$ cat src/rtl/lcs_pkg.sv
package lcs_pkg;
   localparam int unsigned OP_W = 4;

   localparam logic [OP_W-1:0] OPC_OPEN_L1   = 4'h1;
   localparam logic [OP_W-1:0] OPC_CLOSE_L1  = 4'h2;
   localparam logic [OP_W-1:0] OPC_OPEN_L2   = 4'h3;
   localparam logic [OP_W-1:0] OPC_CLOSE_L2  = 4'h4;
   localparam logic [OP_W-1:0] OPC_OPEN_PRV  = 4'h5;
   localparam logic [OP_W-1:0] OPC_CLOSE_PRV = 4'h6;

   // status word bit positions (software decodes these)
   localparam int unsigned POS_ENTER = 0;
   localparam int unsigned POS_EXIT  = 1;
   localparam int unsigned POS_PRV   = 7;
   localparam int unsigned POS_L1    = 15;
   localparam int unsigned POS_L2    = 16;

   // tracked sticky bits, index into the action vectors
   localparam int unsigned IDX_L1  = 0;
   localparam int unsigned IDX_L2  = 1;
   localparam int unsigned IDX_PRV = 2;
   localparam int unsigned NSTATE  = 3;

   typedef struct packed {
      logic [NSTATE-1:0] set_v;
      logic [NSTATE-1:0] clr_v;
   } lcs_act_t;
endpackage

$ cat src/rtl/lcs_cmd_decode.sv
module lcs_cmd_decode
   import lcs_pkg::*;
(
   input  logic [OP_W-1:0] cmd_op,
   input  logic            err_low,
   output lcs_act_t        act,
   output logic            known
);
   always_comb begin
      act   = '0;
      known = 1'b1;
      unique case (cmd_op)
         OPC_OPEN_L1:   act.set_v[IDX_L1] = 1'b1;
         OPC_CLOSE_L1:  act.clr_v[IDX_L1] = 1'b1;
         OPC_OPEN_L2:   act.set_v[IDX_L2] = 1'b1;
         OPC_CLOSE_L2:  act.clr_v[IDX_L2] = 1'b1;
         OPC_OPEN_PRV: begin
            act.set_v[IDX_L2]  = 1'b1;
            act.set_v[IDX_PRV] = ~err_low;
         end
         OPC_CLOSE_PRV: begin
            act.clr_v[IDX_L2]  = 1'b1;
            act.clr_v[IDX_PRV] = 1'b1;
         end
         default: known = 1'b0;
      endcase
   end
endmodule

$ cat src/rtl/lcs_pending.sv
module lcs_pending
   import lcs_pkg::*;
(
   input  logic     clk,
   input  logic     rst_n,
   input  logic     cmd_valid,
   input  logic     known,
   input  lcs_act_t act_in,
   input  logic     dec_ack,
   output logic     pend,
   output logic     apply,
   output lcs_act_t act_out,
   output logic     cmd_busy
);
   logic     pend_q;
   lcs_act_t act_q;

   always_ff @(posedge clk) begin
      if (!rst_n) begin
         pend_q <= 1'b0;
         act_q  <= '0;
      end else if (pend_q) begin
         if (dec_ack) pend_q <= 1'b0;
      end else if (cmd_valid && known) begin
         pend_q <= 1'b1;
         act_q  <= act_in;
      end
   end

   assign pend     = pend_q;
   assign apply    = pend_q & dec_ack;
   assign act_out  = act_q;
   assign cmd_busy = cmd_valid & pend_q;

   AST_ACK_RETIRES: assert property (@(posedge clk) disable iff (!rst_n)
      (pend_q && dec_ack) |=> !pend_q);
   AST_BUSY_DROPS: assert property (@(posedge clk) disable iff (!rst_n)
      (cmd_valid && pend_q && !dec_ack) |=> (pend_q && $stable(act_q)));
endmodule

$ cat src/rtl/lcs_state_regs.sv
module lcs_state_regs
   import lcs_pkg::*;
(
   input  logic              clk,
   input  logic              rst_n,
   input  logic              apply,
   input  lcs_act_t          act,
   output logic [NSTATE-1:0] state
);
   logic [NSTATE-1:0] st_q;

   for (genvar g = 0; g < NSTATE; g++) begin : g_bit
      always_ff @(posedge clk) begin
         if (!rst_n)                     st_q[g] <= 1'b0;
         else if (apply && act.clr_v[g]) st_q[g] <= 1'b0;
         else if (apply && act.set_v[g]) st_q[g] <= 1'b1;
      end
   end

   assign state = st_q;

   AST_HOLD_WITHOUT_ACK: assert property (@(posedge clk) disable iff (!rst_n)
      !apply |=> $stable(st_q));
endmodule

$ cat src/rtl/lcs_join_cmp.sv
module lcs_join_cmp #(
   parameter int unsigned JOIN_W   = 8,
   parameter bit          XOR_TREE = 1'b0
) (
   input  logic [JOIN_W-1:0] join_vec,
   input  logic [JOIN_W-1:0] exists_vec,
   output logic              exit_done,
   output logic              enter_done
);
   if (JOIN_W < 1) begin : g_bad_w
      $error("lcs_join_cmp: JOIN_W must be at least 1");
   end

   if (XOR_TREE) begin : g_xor
      logic [JOIN_W-1:0] diff;
      for (genvar i = 0; i < JOIN_W; i++) begin : g_d
         assign diff[i] = join_vec[i] ^ exists_vec[i];
      end
      assign enter_done = ~|diff;
      assign exit_done  = ~|join_vec;
   end else begin : g_eq
      assign enter_done = (join_vec == exists_vec);
      assign exit_done  = (join_vec == '0);
   end
endmodule

$ cat src/rtl/lcs_engine.sv
module lcs_engine
   import lcs_pkg::*;
#(
   parameter int unsigned STS_W        = 64,
   parameter int unsigned JOIN_W       = 8,
   parameter bit          CMP_XOR_TREE = 1'b0
) (
   input  logic              clk,
   input  logic              rst_n,
   input  logic              cmd_valid,
   input  logic [OP_W-1:0]   cmd_op,
   input  logic              err_low,
   input  logic [JOIN_W-1:0] join_vec,
   input  logic [JOIN_W-1:0] exists_vec,
   input  logic              dec_ack,
   output logic              cmd_busy,
   output logic [STS_W-1:0]  status
);
   if (STS_W <= POS_L2) begin : g_bad_sts
      $error("lcs_engine: STS_W too narrow for the status layout");
   end

   lcs_act_t          dec_act, pend_act;
   logic              known, pend, apply;
   logic [NSTATE-1:0] state;
   logic              exit_done, enter_done;

   lcs_cmd_decode u_dec (
      .cmd_op (cmd_op),
      .err_low(err_low),
      .act    (dec_act),
      .known  (known)
   );

   lcs_pending u_pend (
      .clk      (clk),
      .rst_n    (rst_n),
      .cmd_valid(cmd_valid),
      .known    (known),
      .act_in   (dec_act),
      .dec_ack  (dec_ack),
      .pend     (pend),
      .apply    (apply),
      .act_out  (pend_act),
      .cmd_busy (cmd_busy)
   );

   lcs_state_regs u_st (
      .clk  (clk),
      .rst_n(rst_n),
      .apply(apply),
      .act  (pend_act),
      .state(state)
   );

   lcs_join_cmp #(.JOIN_W(JOIN_W), .XOR_TREE(CMP_XOR_TREE)) u_cmp (
      .join_vec  (join_vec),
      .exists_vec(exists_vec),
      .exit_done (exit_done),
      .enter_done(enter_done)
   );

   always_comb begin
      status            = '0;
      status[POS_ENTER] = enter_done;
      status[POS_EXIT]  = exit_done;
      status[POS_PRV]   = state[IDX_PRV];
      status[POS_L1]    = state[IDX_L1];
      status[POS_L2]    = state[IDX_L2];
   end

   AST_UNKNOWN_IGNORED: assert property (@(posedge clk) disable iff (!rst_n)
      (cmd_valid && !known && !pend) |=> !pend);
   AST_IDLE_ACK: assert property (@(posedge clk) disable iff (!rst_n)
      (dec_ack && !pend) |=> $stable(state));
   AST_LIVE_ZERO: assert property (@(posedge clk) disable iff (!rst_n)
      (join_vec == '0 && exists_vec == '0) |-> (enter_done && exit_done));
   AST_LIVE_MISMATCH: assert property (@(posedge clk) disable iff (!rst_n)
      (join_vec != exists_vec) |-> !enter_done);
endmodule

$ cat config.mk
export PLATFORM = sky130hd
export DESIGN_NAME = lcs_engine
export DESIGN_NICKNAME = d
export VERILOG_FILES = /design/src/rtl/lcs_pkg.sv /design/src/rtl/lcs_cmd_decode.sv /design/src/rtl/lcs_pending.sv /design/src/rtl/lcs_state_regs.sv /design/src/rtl/lcs_join_cmp.sv /design/src/rtl/lcs_engine.sv
export SDC_FILE = /design/constraint.sdc
export NUM_CORES = 1
export LEC_CHECK = 0
export BUFFER_PORTS_ARGS = -buffer_cell sky130_fd_sc_hd__buf_2
export CORE_MARGIN = 1
export CORE_UTILIZATION = 41
export CTS_CLUSTER_DIAMETER = 80
export DETAILED_ROUTE_END_ITERATION = 10
export GPL_TIMING_DRIVEN = 0
export PLACE_DENSITY = 0.85
export REMOVE_ABC_BUFFERS = 1
export SYNTH_ARGS = -nofsm -noshare
export SYNTH_HDL_FRONTEND = slang
export SYNTH_SLANG_ARGS = --single-unit
$ cat constraint.sdc
create_clock -name clk -period 3.8 [get_ports clk]
set_clock_uncertainty 0.1 [all_clocks]
set_input_delay 0.95 -clock clk [delete_from_list [all_inputs] [get_ports clk]]
set_output_delay 0.95 -clock clk [all_outputs]
set_load 0.02 [all_outputs]
==> results by group <==
Critical path
  • CP bufs+invs: 2
  • WP depth: 4
  • Top cell by count, worst path: buf_2
  • Worst Setup Start Kind: input pin
  • Worst-path maximum fanout: 2
  • Reg2Reg Depth: 3
  • CP Capture Type: primary output
  • Crit-path leading delay family: simple AND/OR/NAND/NOR gates
  • Crit path kind: input pin to primary output
  • Crit path cell chain: buf_2 > or4_1 > nor2_1 > buf_2
  • Max stage delay cell, worst path: or4_1
  • CP required: 2750 ps
  • Largest stage delay, worst path: 530 ps
  • Worst EP arrival: 1860 ps

Pwr
  • Clk pwr share: 31.7%
  • Switch share: 37.6%
  • Power share of the combinational group: 32.0%
  • Peak VDD IR: 0.202 mV
  • Switching power: 0.114 mW
  • P per Cell Area: 294 nW/um^2
  • Seq pwr share: 36.3%
  • P_int: 0.188 mW
  • Static Leak: 0.510 nW

Clocking
  • Num CTS Buffers: 3
  • Reg clk slew, reported paths: 60 ps
  • Worst-Skew Late Latency: 270 ps
  • Root Driver: clkbuf_4
  • CTS max path bufs: 2
  • Hold_buf cts: 0
  • Post CTS Setup Buffer Count: 0
  • Clock tree from TritonCTS: yes
  • Clock Sinks: 10
  • Resized cells post-CTS: 0
  • H-tree depth: 1

Routing
  • Via count: 798
  • Post-DR wirelength/cell: 8.45 um
  • DR iter-0 viols: 9
  • Vias per cell: 4.18
  • Detailed Route WL: 1.61 mm
  • Post-DRT Antenna Nets: 0
  • Drc violations: 0
  • First-pass iteration count of the detailed router: 4

Logic synthesis
  • Top-area cell type share of the netlist area: 43.3%
  • Synth Flop Type: dfxtp_1
  • Top-count cell post-synth: buf_4
  • Synthesized instance count: 134
  • Post-synthesis sequential area ratio: 18.9%
  • Syn_area_per_cell: 7.89 um^2
  • Synthesized flop and latch total: 10
  • Synth cell count leaders: 61 x buf_4, 10 x dfxtp_1, 8 x xnor2_1, 5 x a21oi_1, 5 x nand2_1
  • Count of cell types in the netlist: 31
  • Dominant cells by area after synthesis: buf_4 43%, dfxtp_1 19%, xnor2_1 6.6%
  • Warnings, synthesis: 0
  • Ys async rst share: 0%
  • Area leader, netlist: buf_4
  • Post-synth EDFFs: 0
  • Synthesized area: 1060 um^2

Global route
  • GRT Total Usage: 12.0%
  • Total gr overflow: 0
  • Vias in the first global route: 609
  • Number of antenna violations at the first check in global routing: 0
  • Global-route wire length before repair: 2.42 mm
  • Largest net degree at the start of global routing: 11

Die
  • Core area: 2450 um^2
  • Num ports: 90
  • Initial Util: 43.1%
  • Rows: 18
  • Die Footprint: 2790 um^2
  • Horiz. Die Dim: 52.8 um
  • Vert. Die Dim: 52.8 um

STA
  • Worst-Margin Slew: 608 ps
  • Worst slew margin relative to its limit: 59.4%
  • Fmax achieved: 0.343 GHz
  • RSZ-0062 raised after global routing: no
  • Min Clock Period, post-route: 2910 ps
  • Setup TNS: 0 ps
  • # setup viols final: 0
  • Period Utilization, post-route: 76.6%
  • Final hold vios: 0
  • Max Slew Vio Count: 0

Placement
  • HPWL after DPL: 1.38 mm
  • Final GP Congestion: 0.765
  • # port buffers: 30
  • Cells after DPL: 187

Cells and area
  • Area growth from synthesis to layout: -2.96%
  • Final nets: 187
  • Filler cell count: 250
  • Register area: 200 um^2
  • Area of the multi-input gates: 598 um^2
  • Antenna cells: 0
  • Share of cells above drive strength 1: 22.4%
  • Finished Layout Cells: 191

Hold path
  • Worst hold-check path type: flop to flop
  • Hold Path Cell Cnt: 1

Job
  • Max Cap Viol: 0

Run status
  • Status: finished, final reports clean
## routing by layer
metal | up-vias | routed length, um | track usage (%)
li1 | 384 | - | -
met1 | 356 | 564 | 11.4
met2 | 58 | 899 | 23.8
met3 | 0 | 149 | 3.48
met4 | 0 | 0 | 3.95
met5 | - | 0 | 0
## flip-flops by register name, summed over array words and instances, names as in the netlist
register        flops
u_pend.pend         1
u_pend.act_out      6
u_st.state          3
## layout make-up
class	instances	share of cell area, %
tap	30	3.66
inverter	1	0.366
sequential	10	19.5
multi-input combinational	116	58.3
clock buffer	4	3.54
timing repair buffer	30	14.6
## logic make-up after synthesis
logic type	synth area share, %
xor gates and xnor gates	7.46
buffers and inverters	45.1
and+or+nand+nor	15.7
other	0.355
DFF	18.9
AOI/OAI and AO/OA	11.5
muxes	0.947
## through the flow
stage	util, %	instance area, um^2	hold slack [ps]	power (mW)	setup WS (ps)
CTS	41.8	1030	363	0.306	887
detailed placement	40.3	990	354	0.208	890
global placement	40.3	990	354	0.206	912
finish	41.8	1030	359	0.302	888
floorplan	-	802	329	0.184	981
global route	41.8	1030	388	0.320	814
## worst paths after layout
| path | from | endpoint | slack [ps] |
|---|---|---|---|
| max reg2reg | u_pend.pend$_SDFF_PN0_ | u_pend.act_out[0]$_SDFFE_PN0P_ | 2380 |
| max | join_vec[4] | status[1] | 890 |
| min | u_pend.act_out[1]$_SDFFE_PN0P_ | u_st.state[1]$_SDFFE_PP0P_ | 360 |
| min reg2reg | u_pend.act_out[1]$_SDFFE_PN0P_ | u_st.state[1]$_SDFFE_PP0P_ | 360 |
## power groups by stage
stage          logic (mW)  registers, mW  clock network (mW)
2_1_floorplan      0.0729          0.111                   0
3_3_place_gp       0.0947          0.112                   0
3_5_place_dp       0.0959          0.112                   0
4_1_cts            0.0959          0.109               0.101
5_1_grt             0.106          0.110               0.104
6_report           0.0966          0.110              0.0959
## layout by cell type, fill, tap and decap left out, types with 2 or more instances in the layout
cell type,count
or4_1,2
clkbuf_4,3
a211oi_1,3
nand3_1,2
xnor2_1,8
nand4_1,2
buf_2,30
a21oi_1,5
nor2_1,4
nor2b_1,2
a22oi_1,2
nand2_1,5
nor4b_1,2
and2_1,3
o22ai_1,3
a31oi_1,2
dfxtp_1,10
conb_1,59
No activity file was read; power rests on OpenSTA's default activity.
